### config.mk
export PLATFORM = sky130hd
export DESIGN_NAME = serial_rx_core
export DESIGN_NICKNAME = d
export VERILOG_FILES = /design/src/rtl/serial_rx_pkg.sv /design/src/rtl/rx_line_sync.sv /design/src/rtl/rx_frame_fsm.sv /design/src/rtl/rx_char_assembler.sv /design/src/rtl/rx_hold_buffer.sv /design/src/rtl/serial_rx_core.sv
export SDC_FILE = /design/constraint.sdc
export NUM_CORES = 1
export LEC_CHECK = 0
export BUFFER_PORTS_ARGS = -buffer_cell sky130_fd_sc_hd__buf_2
export CAP_MARGIN = 40
export CORE_MARGIN = 2
export CORE_UTILIZATION = 52
export DETAILED_ROUTE_END_ITERATION = 10
export GPL_ROUTABILITY_DRIVEN = 0
export GPL_TIMING_DRIVEN = 0
export PLACE_DENSITY = 0.84
export SYNTH_ARGS = -nofsm -noshare
export SYNTH_HDL_FRONTEND = slang
export SYNTH_HIERARCHICAL = 1
export SYNTH_SLANG_ARGS = --single-unit
### constraint.sdc
create_clock -name clk -period 1.5 [get_ports clk]
set_input_delay 0.075 -clock clk [delete_from_list [all_inputs] [get_ports clk]]
set_output_delay 0.075 -clock clk [all_outputs]
set_load 0.01 [all_outputs]
### src/rtl/serial_rx_pkg.sv
package serial_rx_pkg;

    typedef enum logic [2:0] {
        ST_IDLE   = 3'd0,
        ST_START  = 3'd1,
        ST_DATA   = 3'd2,
        ST_PARITY = 3'd3,
        ST_STOP   = 3'd4
    } rx_state_t;

endpackage

### src/rtl/rx_line_sync.sv
module rx_line_sync #(
    parameter int STAGES = 2
) (
    input  logic clk,
    input  logic rst_n,
    input  logic line_async,
    output logic line_sync
);

    logic [STAGES-1:0] chain;

    generate
        if (STAGES == 1) begin : g_single
            always_ff @(posedge clk or negedge rst_n) begin
                if (!rst_n) chain <= '1;
                else        chain <= line_async;
            end
        end else begin : g_multi
            always_ff @(posedge clk or negedge rst_n) begin
                if (!rst_n) chain <= '1;
                else        chain <= {chain[STAGES-2:0], line_async};
            end
        end
    endgenerate

    assign line_sync = chain[STAGES-1];

endmodule

### src/rtl/rx_frame_fsm.sv
module rx_frame_fsm
    import serial_rx_pkg::*;
#(
    parameter int OVERSAMPLE = 16,
    parameter int DATA_W     = 8,
    parameter int MIN_BITS   = 5,
    parameter int LEN_W      = $clog2(DATA_W - MIN_BITS + 1)
) (
    input  logic             clk,
    input  logic             rst_n,
    input  logic             tick,
    input  logic             line,
    input  logic [LEN_W-1:0] cfg_len,
    input  logic             cfg_par_en,
    input  logic             cfg_par_odd,
    output rx_state_t        state,
    output logic [LEN_W-1:0] len_q,
    output logic             par_en_q,
    output logic             par_odd_q,
    output logic             start_ok,
    output logic             bit_stb,
    output logic             par_stb,
    output logic             stop_stb
);

    localparam int CNT_W = $clog2(OVERSAMPLE);
    localparam int HALF  = OVERSAMPLE / 2;
    localparam int BIT_W = $clog2(DATA_W);
    localparam logic [CNT_W-1:0] CNT_LAST = CNT_W'(OVERSAMPLE - 1);
    localparam logic [CNT_W-1:0] CNT_HALF = CNT_W'(HALF - 1);

    rx_state_t        nxt_state;
    logic [CNT_W-1:0] cnt, nxt_cnt;
    logic [BIT_W-1:0] bit_idx, nxt_bit_idx;
    logic             prev_lvl, nxt_prev_lvl;
    logic [BIT_W-1:0] last_idx;

    assign last_idx = BIT_W'(MIN_BITS - 1) + BIT_W'(len_q);

    // state register and counters
    always_ff @(posedge clk or negedge rst_n) begin
        if (!rst_n) begin
            state     <= ST_IDLE;
            cnt       <= '0;
            bit_idx   <= '0;
            prev_lvl  <= 1'b1;
            len_q     <= '0;
            par_en_q  <= 1'b0;
            par_odd_q <= 1'b0;
        end else begin
            state    <= nxt_state;
            cnt      <= nxt_cnt;
            bit_idx  <= nxt_bit_idx;
            prev_lvl <= nxt_prev_lvl;
            if (start_ok) begin
                len_q     <= cfg_len;
                par_en_q  <= cfg_par_en;
                par_odd_q <= cfg_par_odd;
            end
        end
    end

    // next-state logic
    always_comb begin
        nxt_state    = state;
        nxt_cnt      = cnt;
        nxt_bit_idx  = bit_idx;
        nxt_prev_lvl = prev_lvl;
        if (tick) begin
            nxt_prev_lvl = line;
            unique case (state)
                ST_IDLE: begin
                    // edge-seen
                    if (prev_lvl && !line) begin
                        nxt_state = ST_START;
                        nxt_cnt   = CNT_W'(1);
                    end
                end
                ST_START: begin
                    if (line) begin
                        // glitch-reject
                        nxt_state = ST_IDLE;
                        nxt_cnt   = '0;
                    end else if (cnt == CNT_HALF) begin
                        // start-confirmed
                        nxt_state   = ST_DATA;
                        nxt_cnt     = '0;
                        nxt_bit_idx = '0;
                    end else begin
                        nxt_cnt = cnt + 1'b1;
                    end
                end
                ST_DATA: begin
                    if (cnt == CNT_LAST) begin
                        nxt_cnt = '0;
                        if (bit_idx == last_idx)
                            nxt_state = par_en_q ? ST_PARITY : ST_STOP;
                        else
                            nxt_bit_idx = bit_idx + 1'b1;
                    end else begin
                        nxt_cnt = cnt + 1'b1;
                    end
                end
                ST_PARITY: begin
                    if (cnt == CNT_LAST) begin
                        // parity-taken
                        nxt_state = ST_STOP;
                        nxt_cnt   = '0;
                    end else begin
                        nxt_cnt = cnt + 1'b1;
                    end
                end
                ST_STOP: begin
                    if (cnt == CNT_LAST) begin
                        // stop-taken: hunt again from the stop-bit middle
                        nxt_state = ST_IDLE;
                        nxt_cnt   = '0;
                    end else begin
                        nxt_cnt = cnt + 1'b1;
                    end
                end
            endcase
        end
    end

    // strobes toward the datapath
    always_comb begin
        start_ok = tick && (state == ST_START) && !line && (cnt == CNT_HALF);
        bit_stb  = tick && (state == ST_DATA)   && (cnt == CNT_LAST);
        par_stb  = tick && (state == ST_PARITY) && (cnt == CNT_LAST);
        stop_stb = tick && (state == ST_STOP)   && (cnt == CNT_LAST);
    end

endmodule

### src/rtl/rx_char_assembler.sv
module rx_char_assembler #(
    parameter int DATA_W   = 8,
    parameter int MIN_BITS = 5,
    parameter int LEN_W    = $clog2(DATA_W - MIN_BITS + 1)
) (
    input  logic              clk,
    input  logic              rst_n,
    input  logic              line,
    input  logic              start_ok,
    input  logic              bit_stb,
    input  logic              par_stb,
    input  logic [LEN_W-1:0]  len_q,
    input  logic              par_en_q,
    input  logic              par_odd_q,
    output logic [DATA_W-1:0] char_out,
    output logic              par_bad
);

    localparam int SH_W = $clog2(DATA_W) + 1;

    logic [DATA_W-1:0] shreg;
    logic              ones_acc;
    logic              par_bit_q;
    logic [SH_W-1:0]   nbits;
    logic [SH_W-1:0]   align;

    always_ff @(posedge clk or negedge rst_n) begin
        if (!rst_n) begin
            shreg     <= '0;
            ones_acc  <= 1'b0;
            par_bit_q <= 1'b0;
        end else begin
            if (start_ok) begin
                shreg     <= '0;
                ones_acc  <= 1'b0;
                par_bit_q <= 1'b0;
            end else if (bit_stb) begin
                shreg    <= {line, shreg[DATA_W-1:1]};
                ones_acc <= ones_acc ^ line;
            end else if (par_stb) begin
                par_bit_q <= line;
            end
        end
    end

    always_comb begin
        nbits    = SH_W'(MIN_BITS) + SH_W'(len_q);
        align    = SH_W'(DATA_W) - nbits;
        char_out = shreg >> align;
        par_bad  = par_en_q && (ones_acc ^ par_bit_q ^ par_odd_q);
    end

endmodule

### src/rtl/rx_hold_buffer.sv
module rx_hold_buffer #(
    parameter int DATA_W = 8
) (
    input  logic              clk,
    input  logic              rst_n,
    input  logic              commit,
    input  logic [DATA_W-1:0] char_in,
    input  logic              par_bad,
    input  logic              stop_low,
    input  logic              rd_stb,
    output logic [DATA_W-1:0] data_q,
    output logic              ready_q,
    output logic              perr_q,
    output logic              ferr_q,
    output logic              ovr_q
);

    always_ff @(posedge clk or negedge rst_n) begin
        if (!rst_n) begin
            data_q  <= '0;
            ready_q <= 1'b0;
            perr_q  <= 1'b0;
            ferr_q  <= 1'b0;
            ovr_q   <= 1'b0;
        end else if (commit) begin
            data_q  <= char_in;
            ready_q <= 1'b1;
            perr_q  <= par_bad;
            ferr_q  <= stop_low;
            ovr_q   <= (ovr_q || ready_q) && !rd_stb;
        end else if (rd_stb) begin
            ready_q <= 1'b0;
            perr_q  <= 1'b0;
            ferr_q  <= 1'b0;
            ovr_q   <= 1'b0;
        end
    end

endmodule

### src/rtl/serial_rx_core.sv
module serial_rx_core
    import serial_rx_pkg::*;
#(
    parameter int OVERSAMPLE  = 16,
    parameter int DATA_W      = 8,
    parameter int MIN_BITS    = 5,
    parameter int SYNC_STAGES = 2,
    parameter int LEN_W       = $clog2(DATA_W - MIN_BITS + 1)
) (
    input  logic              clk,
    input  logic              rst_n,
    input  logic              tick_en,
    input  logic              rx_in,
    input  logic [LEN_W-1:0]  cfg_len,
    input  logic              cfg_par_en,
    input  logic              cfg_par_odd,
    input  logic              rd_stb,
    output logic [DATA_W-1:0] rx_data,
    output logic              data_ready,
    output logic              ready_n,
    output logic              parity_err,
    output logic              frame_err,
    output logic              overrun_err
);

    logic              line_s;
    rx_state_t         fsm_state;
    logic [LEN_W-1:0]  len_q;
    logic              par_en_q, par_odd_q;
    logic              start_ok, bit_stb, par_stb, stop_stb;
    logic [DATA_W-1:0] char_w;
    logic              par_bad;

    rx_line_sync #(.STAGES(SYNC_STAGES)) u_sync (
        .clk(clk), .rst_n(rst_n), .line_async(rx_in), .line_sync(line_s)
    );

    rx_frame_fsm #(
        .OVERSAMPLE(OVERSAMPLE), .DATA_W(DATA_W), .MIN_BITS(MIN_BITS), .LEN_W(LEN_W)
    ) u_fsm (
        .clk(clk), .rst_n(rst_n), .tick(tick_en), .line(line_s),
        .cfg_len(cfg_len), .cfg_par_en(cfg_par_en), .cfg_par_odd(cfg_par_odd),
        .state(fsm_state), .len_q(len_q), .par_en_q(par_en_q), .par_odd_q(par_odd_q),
        .start_ok(start_ok), .bit_stb(bit_stb), .par_stb(par_stb), .stop_stb(stop_stb)
    );

    rx_char_assembler #(
        .DATA_W(DATA_W), .MIN_BITS(MIN_BITS), .LEN_W(LEN_W)
    ) u_asm (
        .clk(clk), .rst_n(rst_n), .line(line_s), .start_ok(start_ok),
        .bit_stb(bit_stb), .par_stb(par_stb), .len_q(len_q),
        .par_en_q(par_en_q), .par_odd_q(par_odd_q),
        .char_out(char_w), .par_bad(par_bad)
    );

    rx_hold_buffer #(.DATA_W(DATA_W)) u_buf (
        .clk(clk), .rst_n(rst_n), .commit(stop_stb), .char_in(char_w),
        .par_bad(par_bad), .stop_low(!line_s), .rd_stb(rd_stb),
        .data_q(rx_data), .ready_q(data_ready), .perr_q(parity_err),
        .ferr_q(frame_err), .ovr_q(overrun_err)
    );

    assign ready_n = !data_ready;

endmodule

[After elaboration in Yosys (flattened, before gate mapping)]
Index checks and enable logic that the tools add are counted.
Storage, ports and cells
  flip-flop bits (word level): 39
  bits of input ports: 9
  word-level logic and storage cells: 99
Cells by class
  add/sub/neg operators: 5
  equality and inequality tests: 17
  shift operators: 1
  muxes and demuxes: 31
  bitwise operators: 3
  reductions and logical operators: 26
Operators by type and width (count)
  $mux W3: 12
  $mux W4: 4
  $mux W8: 2
  $pmux W3 S5: 1
  $logic_and A1 B1 Y1: 12
  $ne A2 B1 Y1 const B: 6
  $pmux W4 S3: 1
  $mux W1: 10
  $reduce_bool A2 Y1: 4
  $shr A8 B4 Y8: 1
  $reduce_and A7 Y1: 1
  $eq A3 B2 Y1 const B: 2
  $ne A2 B2 Y1 const B: 3
  $pmux W3 S2: 1
  $reduce_and A6 Y1: 1
  $add A3 B2 Y4 const A: 1
  $add A4 B1 Y4 const B: 1
  $eq A4 B3 Y1 const B: 1
  $eq A4 B4 Y1 const B: 1
  $reduce_and A2 Y1: 2
  $sub A4 B4 Y4 const A: 1
  $add A3 B1 Y3 const B: 1
  $add A3 B2 Y3 const A: 1
  $eq A3 B1 Y1 const B: 1
  8 further kinds: 12

[Longest topological paths before layout]
Gate-level depths: netlist (run 1).
  depth after elaboration: 6
  gate-level depth with buffers: 7
  gate-level depth less buffers: 6

[Cells and area by module]
Netlist (run 1), hierarchy kept.
Modules (own cells, without submodules)
  rx_frame_fsm: times used 1, cells an instance 84, area an instance 859.6 um^2, sequential area each 376.6 um^2
  rx_char_assembler: times used 1, cells an instance 56, area an instance 594.3 um^2, sequential area each 250.2 um^2
  rx_hold_buffer: times used 1, cells an instance 28, area an instance 445.4 um^2, sequential area each 300.3 um^2
  rx_line_sync: times used 1, cells an instance 2, area an instance 52.6 um^2, sequential area each 52.6 um^2
  serial_rx_core: times used 1, cells an instance 2, area an instance 7.5 um^2, sequential area each 0.0 um^2

[Worst setup path after synthesis (run 1)]
No wires, ideal clock.
  kind: register to register
  from: register u_fsm.state[1]
  to: register u_buf.data_q[3]
  library setup time: 0.125 ns
  arrival: 1.565 ns
  path slack: -0.190 ns
  cell stages (with the launch flop): 5
  buffers on the path: 1
  clock period less this slack: 1.690 ns
  path through: dfrtp_1 or3b_1 nor2_1 buf_6 mux2_2
On the way
  cells in the longest elaborated chain, start to end: 3
Ends and longest elaborated chain
  start: declaration: RTL line rx_frame_fsm.sv:16  | output rx_state_t state,
  start signal: assignment: RTL line rx_frame_fsm.sv:51  | state <= nxt_state;
  $eq A3 B3 Y1: RTL line rx_frame_fsm.sv:131  | stop_stb = tick && (state == ST_STOP) && (cnt == CNT_LAST);
  $logic_and A1 B1 Y1 (2 in series): RTL line rx_frame_fsm.sv:131
  via stop_stb: RTL line serial_rx_core.sv:30  | logic start_ok, bit_stb, par_stb, stop_stb;
  end signal: assignment: RTL line rx_hold_buffer.sv:26  | data_q <= char_in;
  end: declaration: RTL line rx_hold_buffer.sv:11  | output logic [DATA_W-1:0] data_q,
The timed path passes the listed nets, and every way through them passes these cells.
A chain may end at the register's enable or synchronous reset.

[Final worst setup path (run 1)]
  from: register u_fsm.state[1]
  to: register u_fsm.state[1]
On the way
  cells in the longest elaborated chain, start to end: 3
  elaborated cells on any way between the ends: 13
  those cells by class: eq/ne: 10; mux: 1; reduce/logical: 2
Ends and longest elaborated chain
  $eq A3 B1 Y1, or another cell as far along: RTL line rx_frame_fsm.sv:71  | unique case (state)
  $ne A3 B2 Y1 (no source line) or $ne A2 B1 Y1 (tied branches)
  $reduce_and A7 Y1 (no source line)
Parallel ways exist; a longest one is shown, timed or not.

==> results of run 1 <==
## metrics by stage
stage / util [%] / cells / area, um2
3_5_place_dp: 60.0 / 241 / 2180
5_1_grt: 76.6 / 278 / 2780
2_1_floorplan: - / 172 / 1990
3_3_place_gp: 59.2 / 240 / 2150
6_report: 76.6 / 278 / 2780
4_1_cts: 71.9 / 269 / 2610
## metal layers
metal | global-route usage, % | wire [um]
met4 | 11.5 | 108
met3 | 4.62 | 308
met5 | 0 | 0
met1 | 33.6 | 2340
met2 | 38.6 | 2610
## cells in the mapped netlist (4+ instances only)
library cell                n
sky130_fd_sc_hd__xnor2_1    4
sky130_fd_sc_hd__o21ai_0    8
sky130_fd_sc_hd__nand3_1    4
sky130_fd_sc_hd__dfrtp_1   36
sky130_fd_sc_hd__nand2b_1   5
sky130_fd_sc_hd__nor2_1    16
sky130_fd_sc_hd__inv_1      6
sky130_fd_sc_hd__nand2_1    6
sky130_fd_sc_hd__mux2i_1   17
sky130_fd_sc_hd__a21oi_1    4
sky130_fd_sc_hd__mux2_2    15
## cell usage in the layout, fill, tap and decap left out, types with 4 or more instances in the layout
cell                            netlist  final
sky130_fd_sc_hd__dfrtp_2              0      4
sky130_fd_sc_hd__inv_1                6      6
sky130_fd_sc_hd__mux2_4               0     13
sky130_fd_sc_hd__nor2_4               0      6
sky130_fd_sc_hd__buf_6                2     10
sky130_fd_sc_hd__o21ai_0              8      6
sky130_fd_sc_hd__dfrtp_1             36     32
sky130_fd_sc_hd__dlygate4sd3_1        0      4
sky130_fd_sc_hd__buf_2                1     21
sky130_fd_sc_hd__buf_4                1     16
sky130_fd_sc_hd__xnor2_1              4      4
sky130_fd_sc_hd__nand3_1              4      4
sky130_fd_sc_hd__nor2_2               1      4
sky130_fd_sc_hd__clkbuf_8             0      5
sky130_fd_sc_hd__nor2_1              16      7
sky130_fd_sc_hd__mux2i_1             17     13
## sequential cells by signal (all words and copies together), names as in the netlist, 2 cells and up
signal and flops:
u_fsm/state 3, u_fsm/len_q 2, u_sync/chain 2, u_fsm/bit_idx 3, u_asm/shreg 8, u_buf/data_q 8, u_fsm/cnt 4
## cell families (layout without fill, tap and decap cells)
group                    after synthesis  count (layout)  synth area share (%)
AO/OA/AOI/OAI                         27              27                  9.39
XOR/XNOR                               5               5                  2.23
adder cells (fa/ha/maj)                2               2                  1.28
buffers and inverters                 12              70                  3.38
flip-flops                            39              39                  50.0
multiplexers                          33              33                  18.5
AND/OR/NAND/NOR                       54              54                  15.3
## power by group
part	switching [uW]	internal, uW	total, uW
Combinational	492	471	962
Clock	365	324	689
Sequential	120	1130	1250
## path summary, 6_finish.rpt
check,startpoint,end,cells past startpoint
worst max-delay path,u_fsm/state[1]$_DFFE_PN0P_,u_fsm/state[1]$_DFFE_PN0P_,5
worst min-delay path,cfg_par_en,u_fsm/par_en_q$_DFFE_PN0P_,2
worst min register to register,u_sync/chain[0]$_DFF_PN1_,u_sync/chain[1]$_DFF_PN1_,0
worst max register to register,u_fsm/state[1]$_DFFE_PN0P_,u_fsm/state[1]$_DFFE_PN0P_,5
min in group asynchronous,rst_n,u_fsm/state[0]$_DFFE_PN0P_,2
max in group asynchronous,rst_n,u_asm/shreg[3]$_DFFE_PN0P_,3
## critical path, cell delays in order, from the launching register on
cell and delay (ns):
sky130_fd_sc_hd__dfrtp_2 0.47, sky130_fd_sc_hd__or3b_4 0.45, sky130_fd_sc_hd__a32oi_2 0.24, sky130_fd_sc_hd__nor2_4 0.09, sky130_fd_sc_hd__nand2_2 0.11, sky130_fd_sc_hd__mux2_4 0.30
## area by class of cell
cell class,instances,area share [%]
Multi-Input combinational cell,121,42.0
Sequential cell,39,35.4
Timing Repair Buffer,50,14.3
Clock buffer,6,2.61
Buffer,6,2.25
Tap cell,48,2.16
Inverter,6,0.809
Clock inverter,2,0.450
## repair_timing
action,CTS,global route
pin swaps,19,10
resized for setup,49,24
hold endpoints to repair,14,1
buffers inserted,15,8
hold buffers,3,1
endpoints found under the setup margin,35,36
gates cloned,2,0
==> impl_metrics.xml, run 1 <==
<?xml version="1.0" encoding="UTF-8"?>
<metrics>
  <group name="synth">
    <metric name="synth_cell_type_count" unit="">48</metric>
    <metric name="synthesis.area_per_instance" unit="um2">11.4</metric>
    <metric name="synth_nets" unit="">183</metric>
    <metric name="postSynthCellCount" unit="">172</metric>
    <metric name="synth-edff-count" unit="">0</metric>
    <metric name="yosysWarningCount" unit="">6</metric>
    <metric name="synth.yosys.seq_area_share" unit="%">50.0</metric>
    <metric name="synth.largest_area_cell" unit="">sky130_fd_sc_hd__dfrtp_1</metric>
    <metric name="ys_ff_latch" unit="">39</metric>
    <metric name="synth_top_cell_area_share" unit="%">46.0</metric>
    <metric name="synth.area.top_cells" unit="">sky130_fd_sc_hd__dfrtp_1, sky130_fd_sc_hd__mux2i_1, sky130_fd_sc_hd__mux2_2</metric>
    <metric name="area_of_the_mapped_netlist" unit="mm2">0.00196</metric>
    <metric name="synthArstFlopShare" unit="%">100</metric>
    <metric name="yosys_most_used_dff" unit="">sky130_fd_sc_hd__dfrtp_1</metric>
  </group>
  <group name="timing">
    <metric name="holdWs" unit="ns">0.00999</metric>
    <metric name="maxSlewHeadroom" unit="%">71.8</metric>
    <metric name="grt_setup_unrepaired" unit="">true</metric>
    <metric name="fin_worst_skew" unit="ns">0.0102</metric>
    <metric name="worst_slew_pin_slew" unit="ns">0.420</metric>
    <metric name="post-route-period-util" unit="%">119</metric>
    <metric name="setup_viol_count_final" unit="">36</metric>
    <metric name="final_max_slew_viol_count" unit="">0</metric>
    <metric name="hold_viol_final" unit="">0</metric>
    <metric name="fmaxAchievable" unit="MHz">559</metric>
    <metric name="fin_setup_tns" unit="ns">-5.83</metric>
    <metric name="post-route-min-period" unit="ns">1.79</metric>
    <metric name="fin_ws" unit="ns">-0.289</metric>
  </group>
  <group name="layout">
    <metric name="area_delta_synth_final" unit="%">42.0</metric>
    <metric name="total_nets_final" unit="">240</metric>
    <metric name="layout.area.seq" unit="um2">985</metric>
    <metric name="n_fill_cell" unit="">196</metric>
    <metric name="multi_input_gate_area" unit="mm2">0.00117</metric>
    <metric name="final_layout_size_suffix_gt1_share" unit="%">51.7</metric>
    <metric name="diodes" unit="">0</metric>
  </group>
  <group name="routing">
    <metric name="detail_route.first_pass.iterations" unit="">5</metric>
    <metric name="route.detailed.wl_per_inst" unit="um">19.3</metric>
    <metric name="post-route-drc-count" unit="">0</metric>
    <metric name="via_count" unit="">1640</metric>
    <metric name="antenna_left" unit="">0</metric>
    <metric name="via_per_inst" unit="">5.90</metric>
    <metric name="detail_route.wirelength" unit="um">5370</metric>
    <metric name="drtIter0Drc" unit="">110</metric>
  </group>
  <group name="floorplan">
    <metric name="floorplan.initialDensity" unit="%">53.9</metric>
    <metric name="die-area" unit="mm2">0.00428</metric>
    <metric name="core" unit="mm2">0.00363</metric>
    <metric name="floorplan.die.height" unit="um">65.4</metric>
    <metric name="floorplan.die.width" unit="um">65.4</metric>
    <metric name="boundaryPins" unit="">22</metric>
    <metric name="rows" unit="">22</metric>
  </group>
  <group name="outcome">
    <metric name="run_status" unit="">complete, but fails checks</metric>
    <metric name="failed_checks" unit="">negative setup slack</metric>
  </group>
  <group name="global_routing">
    <metric name="first_global_vias" unit="">1579</metric>
    <metric name="grt_pass1_wl" unit="um">7870</metric>
    <metric name="grt_start_max_net_pins" unit="">25</metric>
    <metric name="global_route.usage.total" unit="%">24.8</metric>
    <metric name="initial_antenna_violation_count" unit="">0</metric>
    <metric name="grt-ovfl-total" unit="">0</metric>
  </group>
  <group name="job">
    <metric name="cap_viol_max_count" unit="">0</metric>
  </group>
  <group name="clock_tree">
    <metric name="cts_tree" unit="">done</metric>
    <metric name="numCtsBuffers" unit="">5</metric>
    <metric name="cts_root_buffer" unit="">sky130_fd_sc_hd__clkbuf_8</metric>
    <metric name="clock_insertion_delay_worst_skew" unit="ns">0.30</metric>
    <metric name="clk_transition_reported_paths" unit="ns">0.08</metric>
    <metric name="max_h_tree_level" unit="">2</metric>
    <metric name="ctsLongestPathBuffers" unit="">2</metric>
    <metric name="numClockSinks" unit="">39</metric>
  </group>
  <group name="power">
    <metric name="total_power" unit="uW">2900</metric>
    <metric name="pwr_density_cell" unit="mW/mm2">1040</metric>
    <metric name="p_leak" unit="uW">0.00125</metric>
    <metric name="vdd_ir_drop_max" unit="mV">0.615</metric>
  </group>
  <group name="setup_path">
    <metric name="timing.setup.critical_path_class" unit="">reg -&gt; reg</metric>
    <metric name="critPathRequiredTime" unit="ns">1.68</metric>
    <metric name="critical_path_capture_point_type" unit="">flop</metric>
    <metric name="cp_max_fo" unit="">7</metric>
    <metric name="critPathLaunchType" unit="">flop</metric>
    <metric name="regToRegSetupSlack" unit="ns">-0.29</metric>
    <metric name="data_arrival_time_of_the_worst_path" unit="ns">1.97</metric>
  </group>
  <group name="hold_path">
    <metric name="worstHoldPathType" unit="">in -&gt; reg</metric>
  </group>
  <group name="placed_design">
    <metric name="place.detailed.hpwl" unit="um">2620</metric>
    <metric name="place_ws" unit="ns">-0.288</metric>
    <metric name="port_buffers" unit="">20</metric>
  </group>
</metrics>
Power figures use the tool's default switching activity.
==> run 2, diff against run 1 <==
- CELL_PAD_IN_SITES_DETAIL_PLACEMENT: unset -> 2
- CELL_PAD_IN_SITES_GLOBAL_PLACEMENT: unset -> 2
- CORE_UTILIZATION: 52 -> 34
- CTS_CLUSTER_SIZE: unset -> 28
- PLACE_DENSITY: 0.84 -> 0.83
==> impl_metrics.xml, run 2 (synthesized netlist as in run 1, its figures left out) <==
<?xml version="1.0" encoding="UTF-8"?>
<metrics>
  <group name="global_routing">
    <metric name="global_route.usage.total" unit="%">21.3</metric>
    <metric name="grt_pass1_wl" unit="um">10200</metric>
    <metric name="grt_start_max_net_pins" unit="">25</metric>
    <metric name="initial_antenna_violation_count" unit="">0</metric>
    <metric name="first_global_vias" unit="">1840</metric>
    <metric name="grt-ovfl-total" unit="">0</metric>
  </group>
  <group name="setup_path">
    <metric name="data_arrival_time_of_the_worst_path" unit="ns">1.93</metric>
    <metric name="timing.setup.critical_path_class" unit="">reg -&gt; reg</metric>
    <metric name="critPathRequiredTime" unit="ns">1.68</metric>
    <metric name="critical_path_capture_point_type" unit="">flop</metric>
    <metric name="cp_max_fo" unit="">6</metric>
    <metric name="critPathLaunchType" unit="">flop</metric>
  </group>
  <group name="floorplan">
    <metric name="boundaryPins" unit="">22</metric>
    <metric name="floorplan.initialDensity" unit="%">35.4</metric>
    <metric name="floorplan.die.height" unit="um">79.9</metric>
    <metric name="rows" unit="">27</metric>
    <metric name="core" unit="mm2">0.00554</metric>
    <metric name="floorplan.die.width" unit="um">79.9</metric>
    <metric name="die-area" unit="mm2">0.00639</metric>
  </group>
  <group name="layout">
    <metric name="largestRegisters" unit="">u_asm/shreg: 8 flops, u_buf/data_q: 8 flops, u_fsm/cnt: 4 flops</metric>
    <metric name="finish.utilization" unit="%">49.7</metric>
    <metric name="finish.instance_area" unit="mm2">0.00275</metric>
    <metric name="leading_cell_types_in_the_layout_fill_and_taps_excluded" unit="">sky130_fd_sc_hd__dfrtp_1, sky130_fd_sc_hd__buf_2, sky130_fd_sc_hd__buf_4, sky130_fd_sc_hd__mux2i_1</metric>
    <metric name="total_nets_final" unit="">239</metric>
    <metric name="layout.area.seq" unit="um2">986</metric>
    <metric name="multi_input_gate_area" unit="mm2">0.00111</metric>
    <metric name="n_fill_cell" unit="">567</metric>
    <metric name="most_common_cell_after_layout_fill_and_taps_aside" unit="">sky130_fd_sc_hd__dfrtp_1</metric>
    <metric name="diodes" unit="">0</metric>
    <metric name="area_delta_synth_final" unit="%">40.5</metric>
    <metric name="layoutNonFillerInstCount" unit="">301</metric>
    <metric name="final_layout_size_suffix_gt1_share" unit="%">47.6</metric>
  </group>
  <group name="outcome">
    <metric name="failed_checks" unit="">negative setup slack</metric>
    <metric name="run_status" unit="">complete, but fails checks</metric>
  </group>
  <group name="placed_design">
    <metric name="port_buffers" unit="">20</metric>
    <metric name="place_area" unit="mm2">0.00221</metric>
    <metric name="place.detailed.hpwl" unit="um">3560</metric>
    <metric name="dpl.cell_count" unit="">265</metric>
  </group>
  <group name="power">
    <metric name="p_leak" unit="uW">0.00126</metric>
    <metric name="pwr_density_cell" unit="mW/mm2">1120</metric>
    <metric name="vdd_ir_drop_max" unit="mV">0.632</metric>
  </group>
  <group name="routing">
    <metric name="via_count" unit="">1625</metric>
    <metric name="maxUsedRoutingLayer" unit="">met4</metric>
    <metric name="drtIter0Drc" unit="">94</metric>
    <metric name="detail_route.first_pass.iterations" unit="">4</metric>
    <metric name="wl_met1" unit="um">2930</metric>
    <metric name="route.detailed.wl_per_inst" unit="um">22.0</metric>
    <metric name="route.met2.wl" unit="um">3490</metric>
    <metric name="routed-wl-met3" unit="um">152</metric>
    <metric name="via_per_inst" unit="">5.40</metric>
    <metric name="post-route-drc-count" unit="">0</metric>
    <metric name="antenna_left" unit="">0</metric>
    <metric name="detail_route.wirelength" unit="um">6630</metric>
  </group>
  <group name="hold_path">
    <metric name="worstHoldPathType" unit="">in -&gt; reg</metric>
  </group>
  <group name="job">
    <metric name="cap_viol_max_count" unit="">0</metric>
  </group>
  <group name="timing">
    <metric name="final_max_slew_viol_count" unit="">0</metric>
    <metric name="fin_worst_skew" unit="ns">0.00722</metric>
    <metric name="hold_viol_final" unit="">0</metric>
    <metric name="fmaxAchievable" unit="MHz">571</metric>
    <metric name="setup_viol_count_final" unit="">34</metric>
    <metric name="worst_slew_pin_slew" unit="ns">0.449</metric>
    <metric name="fin_setup_tns" unit="ns">-5.52</metric>
    <metric name="post-route-period-util" unit="%">117</metric>
    <metric name="maxSlewHeadroom" unit="%">70.0</metric>
    <metric name="post-route-min-period" unit="ns">1.75</metric>
    <metric name="fin_ws" unit="ns">-0.252</metric>
    <metric name="grt_setup_unrepaired" unit="">true</metric>
  </group>
  <group name="clock_tree">
    <metric name="ctsLongestPathBuffers" unit="">2</metric>
    <metric name="clock_insertion_delay_worst_skew" unit="ns">0.29</metric>
    <metric name="max_h_tree_level" unit="">2</metric>
    <metric name="clk_transition_reported_paths" unit="ns">0.08</metric>
    <metric name="cts_tree" unit="">done</metric>
    <metric name="numCtsBuffers" unit="">5</metric>
    <metric name="numClockSinks" unit="">39</metric>
    <metric name="cts_root_buffer" unit="">sky130_fd_sc_hd__clkbuf_8</metric>
  </group>
</metrics>
## run 2: changes by cell type in the layout (fill, tap and decap cells not counted), moves of 2 or more
cell,change
sky130_fd_sc_hd__nor2_1,+6
sky130_fd_sc_hd__mux2i_1,+4
sky130_fd_sc_hd__a21oi_2,-2
sky130_fd_sc_hd__mux2i_4,-3
sky130_fd_sc_hd__buf_8,-2
sky130_fd_sc_hd__nor2_2,-3
sky130_fd_sc_hd__buf_4,+2
sky130_fd_sc_hd__nor2_4,-3
## run 2: critical path, stage by stage (launching register included)
cell and delay, ns:
sky130_fd_sc_hd__dfrtp_2 0.46, sky130_fd_sc_hd__nand2b_4 0.09, sky130_fd_sc_hd__or3_4 0.37, sky130_fd_sc_hd__nor3_4 0.25
sky130_fd_sc_hd__buf_6 0.17, sky130_fd_sc_hd__mux2_4 0.30
## run 2: routing by layer
layer	up-vias	GRT usage [%]
met5	-	0
met2	31	37.3
met3	4	3.05
met4	0	5.08
met1	864	27.5
li1	726	-
## run 2: final cells by class
type                            count  area share, %
Buffer                              6           1.86
Sequential cell                    39           35.8
Timing Repair Buffer               49           13.6
Tap cell                           72           3.27
Clock buffer                        6           3.00
Clock inverter                      2           1.27
Inverter                            6          0.818
Multi-Input combinational cell    121           40.3
## run 2: worst paths after layout
check                                            from                         end  slack, ns  cells after the start
max                        u_fsm/state[0]$_DFFE_PN0P_  u_fsm/par_en_q$_DFFE_PN0P_      -0.25                      5
min in group asynchronous                       rst_n    u_fsm/cnt[3]$_DFFE_PN0P_       0.26                      2
max in group asynchronous                       rst_n  u_fsm/prev_lvl$_DFFE_PN1P_       0.69                      3
max reg2reg                u_fsm/state[0]$_DFFE_PN0P_  u_fsm/par_en_q$_DFFE_PN0P_      -0.25                      5
min                                        cfg_len[1]  u_fsm/len_q[1]$_DFFE_PN0P_       0.02                      2
min reg2reg                 u_sync/chain[0]$_DFF_PN1_   u_sync/chain[1]$_DFF_PN1_       0.36                      0
## run 2: report_power, final
| part | switching [uW] | internal (uW) | leakage, uW |
|---|---|---|---|
| combinational | 477 | 425 | 0.000687 |
| sequential | 127 | 1130 | 0.000516 |
| clock | 375 | 539 | 0.0000612 |
| total | 979 | 2100 | 0.00126 |
## run 2: through the flow
| step | worst slack (ns) | hold slack, ns | power, uW |
|---|---|---|---|
| finish | -0.252 | 0.0247 | 3070 |
| global route | -0.295 | 0.0216 | 3230 |
| CTS | -0.212 | 0.0120 | 2910 |
| detailed placement | -0.368 | 0.0371 | 1800 |
| global placement | -0.323 | 0.186 | 1760 |
| floorplan | -0.113 | -0.221 | 1620 |
## run 2: what timing repair did
action,CTS,global route
setup endpoints to repair,36,36
resized for setup,41,15
pin swaps,13,9
hold endpoints to repair,17,0
setup buffers,19,5
gates cloned,2,0
hold buffers,3,0
==> run 3, diff against run 2 <==
- CELL_PAD_IN_SITES_DETAIL_PLACEMENT: 2 -> 1
- CELL_PAD_IN_SITES_GLOBAL_PLACEMENT: 2 -> 1
- CORE_UTILIZATION: 34 -> 41
- SETUP_SLACK_MARGIN: unset -> 0.3
==> impl_metrics.xml, run 3 (synthesized netlist as in run 1, its figures left out) <==
<?xml version="1.0" encoding="UTF-8"?>
<metrics>
  <group name="outcome">
    <metric name="run_status" unit="">complete, but fails checks</metric>
    <metric name="failed_checks" unit="">negative setup slack</metric>
  </group>
  <group name="global_routing">
    <metric name="initial_antenna_violation_count" unit="">0</metric>
    <metric name="grt_pass1_wl" unit="um">9650</metric>
    <metric name="global_route.usage.total" unit="%">24.4</metric>
    <metric name="grt_start_max_net_pins" unit="">22</metric>
    <metric name="grt-ovfl-total" unit="">0</metric>
    <metric name="first_global_vias" unit="">1770</metric>
  </group>
  <group name="timing">
    <metric name="hold_viol_final" unit="">0</metric>
    <metric name="fin_setup_tns" unit="ns">-5.20</metric>
    <metric name="post-route-min-period" unit="ns">1.74</metric>
    <metric name="fin_worst_skew" unit="ns">0.0114</metric>
    <metric name="grt_setup_unrepaired" unit="">true</metric>
    <metric name="post-route-period-util" unit="%">116</metric>
    <metric name="fmaxAchievable" unit="MHz">575</metric>
    <metric name="maxSlewHeadroom" unit="%">66.8</metric>
    <metric name="setup_viol_count_final" unit="">35</metric>
    <metric name="final_max_slew_viol_count" unit="">0</metric>
    <metric name="worst_slew_pin_slew" unit="ns">0.497</metric>
    <metric name="fin_ws" unit="ns">-0.239</metric>
  </group>
  <group name="routing">
    <metric name="drtIter0Drc" unit="">129</metric>
    <metric name="detail_route.wirelength" unit="um">6050</metric>
    <metric name="route.detailed.wl_per_inst" unit="um">21.1</metric>
    <metric name="antenna_left" unit="">0</metric>
    <metric name="post-route-drc-count" unit="">0</metric>
    <metric name="via_per_inst" unit="">5.75</metric>
    <metric name="via_count" unit="">1649</metric>
    <metric name="detail_route.first_pass.iterations" unit="">4</metric>
  </group>
  <group name="floorplan">
    <metric name="boundaryPins" unit="">22</metric>
    <metric name="floorplan.initialDensity" unit="%">42.0</metric>
    <metric name="floorplan.die.height" unit="um">73.1</metric>
    <metric name="rows" unit="">25</metric>
    <metric name="core" unit="mm2">0.00466</metric>
    <metric name="die-area" unit="mm2">0.00535</metric>
    <metric name="floorplan.die.width" unit="um">73.1</metric>
  </group>
  <group name="power">
    <metric name="seq_power_share" unit="%">40.9</metric>
    <metric name="pwr_density_cell" unit="mW/mm2">1100</metric>
    <metric name="p_leak" unit="uW">0.00128</metric>
    <metric name="total_switching_power" unit="uW">949</metric>
    <metric name="power.share.combinational" unit="%">28.2</metric>
    <metric name="netSwitchingFraction" unit="%">31.4</metric>
    <metric name="p_clk_share" unit="%">30.9</metric>
    <metric name="intPower" unit="uW">2070</metric>
    <metric name="vdd_ir_drop_max" unit="mV">0.556</metric>
  </group>
  <group name="layout">
    <metric name="diodes" unit="">0</metric>
    <metric name="layoutNonFillerInstCount" unit="">287</metric>
    <metric name="most_common_cell_after_layout_fill_and_taps_aside" unit="">sky130_fd_sc_hd__dfrtp_1</metric>
    <metric name="largestRegisters" unit="">u_asm/shreg: 8 flops, u_buf/data_q: 8 flops, u_fsm/cnt: 4 flops</metric>
    <metric name="area_delta_synth_final" unit="%">40.6</metric>
    <metric name="total_nets_final" unit="">243</metric>
    <metric name="final_layout_size_suffix_gt1_share" unit="%">46.4</metric>
    <metric name="leading_cell_types_in_the_layout_fill_and_taps_excluded" unit="">sky130_fd_sc_hd__dfrtp_1, sky130_fd_sc_hd__buf_2, sky130_fd_sc_hd__mux2i_1, sky130_fd_sc_hd__buf_6</metric>
  </group>
  <group name="clock_tree">
    <metric name="cts_root_buffer" unit="">sky130_fd_sc_hd__clkbuf_8</metric>
    <metric name="max_h_tree_level" unit="">2</metric>
    <metric name="clk_transition_reported_paths" unit="ns">0.08</metric>
    <metric name="numCtsBuffers" unit="">5</metric>
    <metric name="ctsLongestPathBuffers" unit="">2</metric>
    <metric name="cts_tree" unit="">done</metric>
    <metric name="numClockSinks" unit="">39</metric>
    <metric name="clock_insertion_delay_worst_skew" unit="ns">0.31</metric>
  </group>
  <group name="setup_path">
    <metric name="data_arrival_time_of_the_worst_path" unit="ns">1.93</metric>
    <metric name="critical_path_capture_point_type" unit="">flop</metric>
    <metric name="critPathLaunchType" unit="">flop</metric>
    <metric name="timing.setup.critical_path_class" unit="">reg -&gt; reg</metric>
    <metric name="cp_max_fo" unit="">5</metric>
    <metric name="critPathRequiredTime" unit="ns">1.69</metric>
  </group>
  <group name="hold_path">
    <metric name="worstHoldPathType" unit="">in -&gt; reg</metric>
  </group>
  <group name="placed_design">
    <metric name="place_ws" unit="ns">-0.351</metric>
    <metric name="place.detailed.hpwl" unit="um">3110</metric>
    <metric name="port_buffers" unit="">20</metric>
    <metric name="dpl.cell_count" unit="">247</metric>
  </group>
  <group name="job">
    <metric name="cap_viol_max_count" unit="">0</metric>
  </group>
</metrics>
==> run 3: stage by stage <==
step                power (uW)  hold WS, ns  util (%)  cell area (um2)
global route              3150      0.00906      59.1             2760
detailed placement        1800       0.0631      47.4             2210
finish                    3020      0.00847      59.1             2760
CTS                       2900      0.00427      57.2             2670
floorplan                 1630       -0.221         -             2010
global placement          1770        0.185      46.8             2180
==> run 3: per-layer routing <==
metal	share of wire [%]	vias up	global-route usage [%]
met2	51	37	40.3
met4	1.9	0	9.47
li1	-	737	-
met5	0	-	0
met3	2.7	12	4.28
met1	45	863	31.6
==> run 3: area by class of cell <==
cell class | instances | area, um2
flip-flops and latches | 39 | 983
clock buffers | 6 | 82.6
fillers | 483 | 1910
multi-input cells | 121 | 1080
well taps | 54 | 67.6
plain buffers | 6 | 58.8
inverters | 6 | 22.5
clock inverters | 2 | 35.0
repair buffers | 53 | 422
==> run 3: critical path, cell delays in order, from the launching register on <==
cell                      delay, ns
sky130_fd_sc_hd__dfrtp_1       0.40
sky130_fd_sc_hd__ha_4          0.19
sky130_fd_sc_hd__nand4_1       0.12
sky130_fd_sc_hd__buf_6         0.17
sky130_fd_sc_hd__nor3_1        0.25
sky130_fd_sc_hd__nor2b_4       0.20
sky130_fd_sc_hd__mux2i_1       0.21
sky130_fd_sc_hd__nor2_1        0.09
==> run 3: what timing repair did <==
item | CTS | global route
gates cloned | 2 | 0
hold buffers | 4 | 1
endpoints found under the hold margin | 18 | 1
pin swaps | 9 | 9
endpoints found under the setup margin | 36 | 36
buffers inserted | 20 | 5
resized for setup | 40 | 10
==> run 3: worst paths after layout <==
| kind | start | to | slack [ns] | depth (start not counted) |
|---|---|---|---|---|
| setup / recovery | u_fsm/cnt[0]$_DFFE_PN0P_ | u_asm/par_bit_q$_DFFE_PN0P_ | -0.24 | 7 |
| hold / removal | cfg_len[0] | u_fsm/len_q[0]$_DFFE_PN0P_ | 0.008 | 2 |
| setup reg to reg | u_fsm/cnt[0]$_DFFE_PN0P_ | u_asm/par_bit_q$_DFFE_PN0P_ | -0.24 | 7 |
| hold reg to reg | u_sync/chain[0]$_DFF_PN1_ | u_sync/chain[1]$_DFF_PN1_ | 0.36 | 0 |
| max in group asynchronous | rst_n | u_fsm/state[1]$_DFFE_PN0P_ | 0.74 | 3 |
| min in group asynchronous | rst_n | u_fsm/state[0]$_DFFE_PN0P_ | 0.27 | 2 |
==> run 3: power by group through the flow <==
stage                     combinational, uW  clock [uW]  sequential, uW
after floorplan                         405           0            1230
after global placement                  505           0            1260
after detailed placement                542           0            1260
after CTS                               740         943            1220
after global routing                    911         997            1240
final                                   852         934            1240
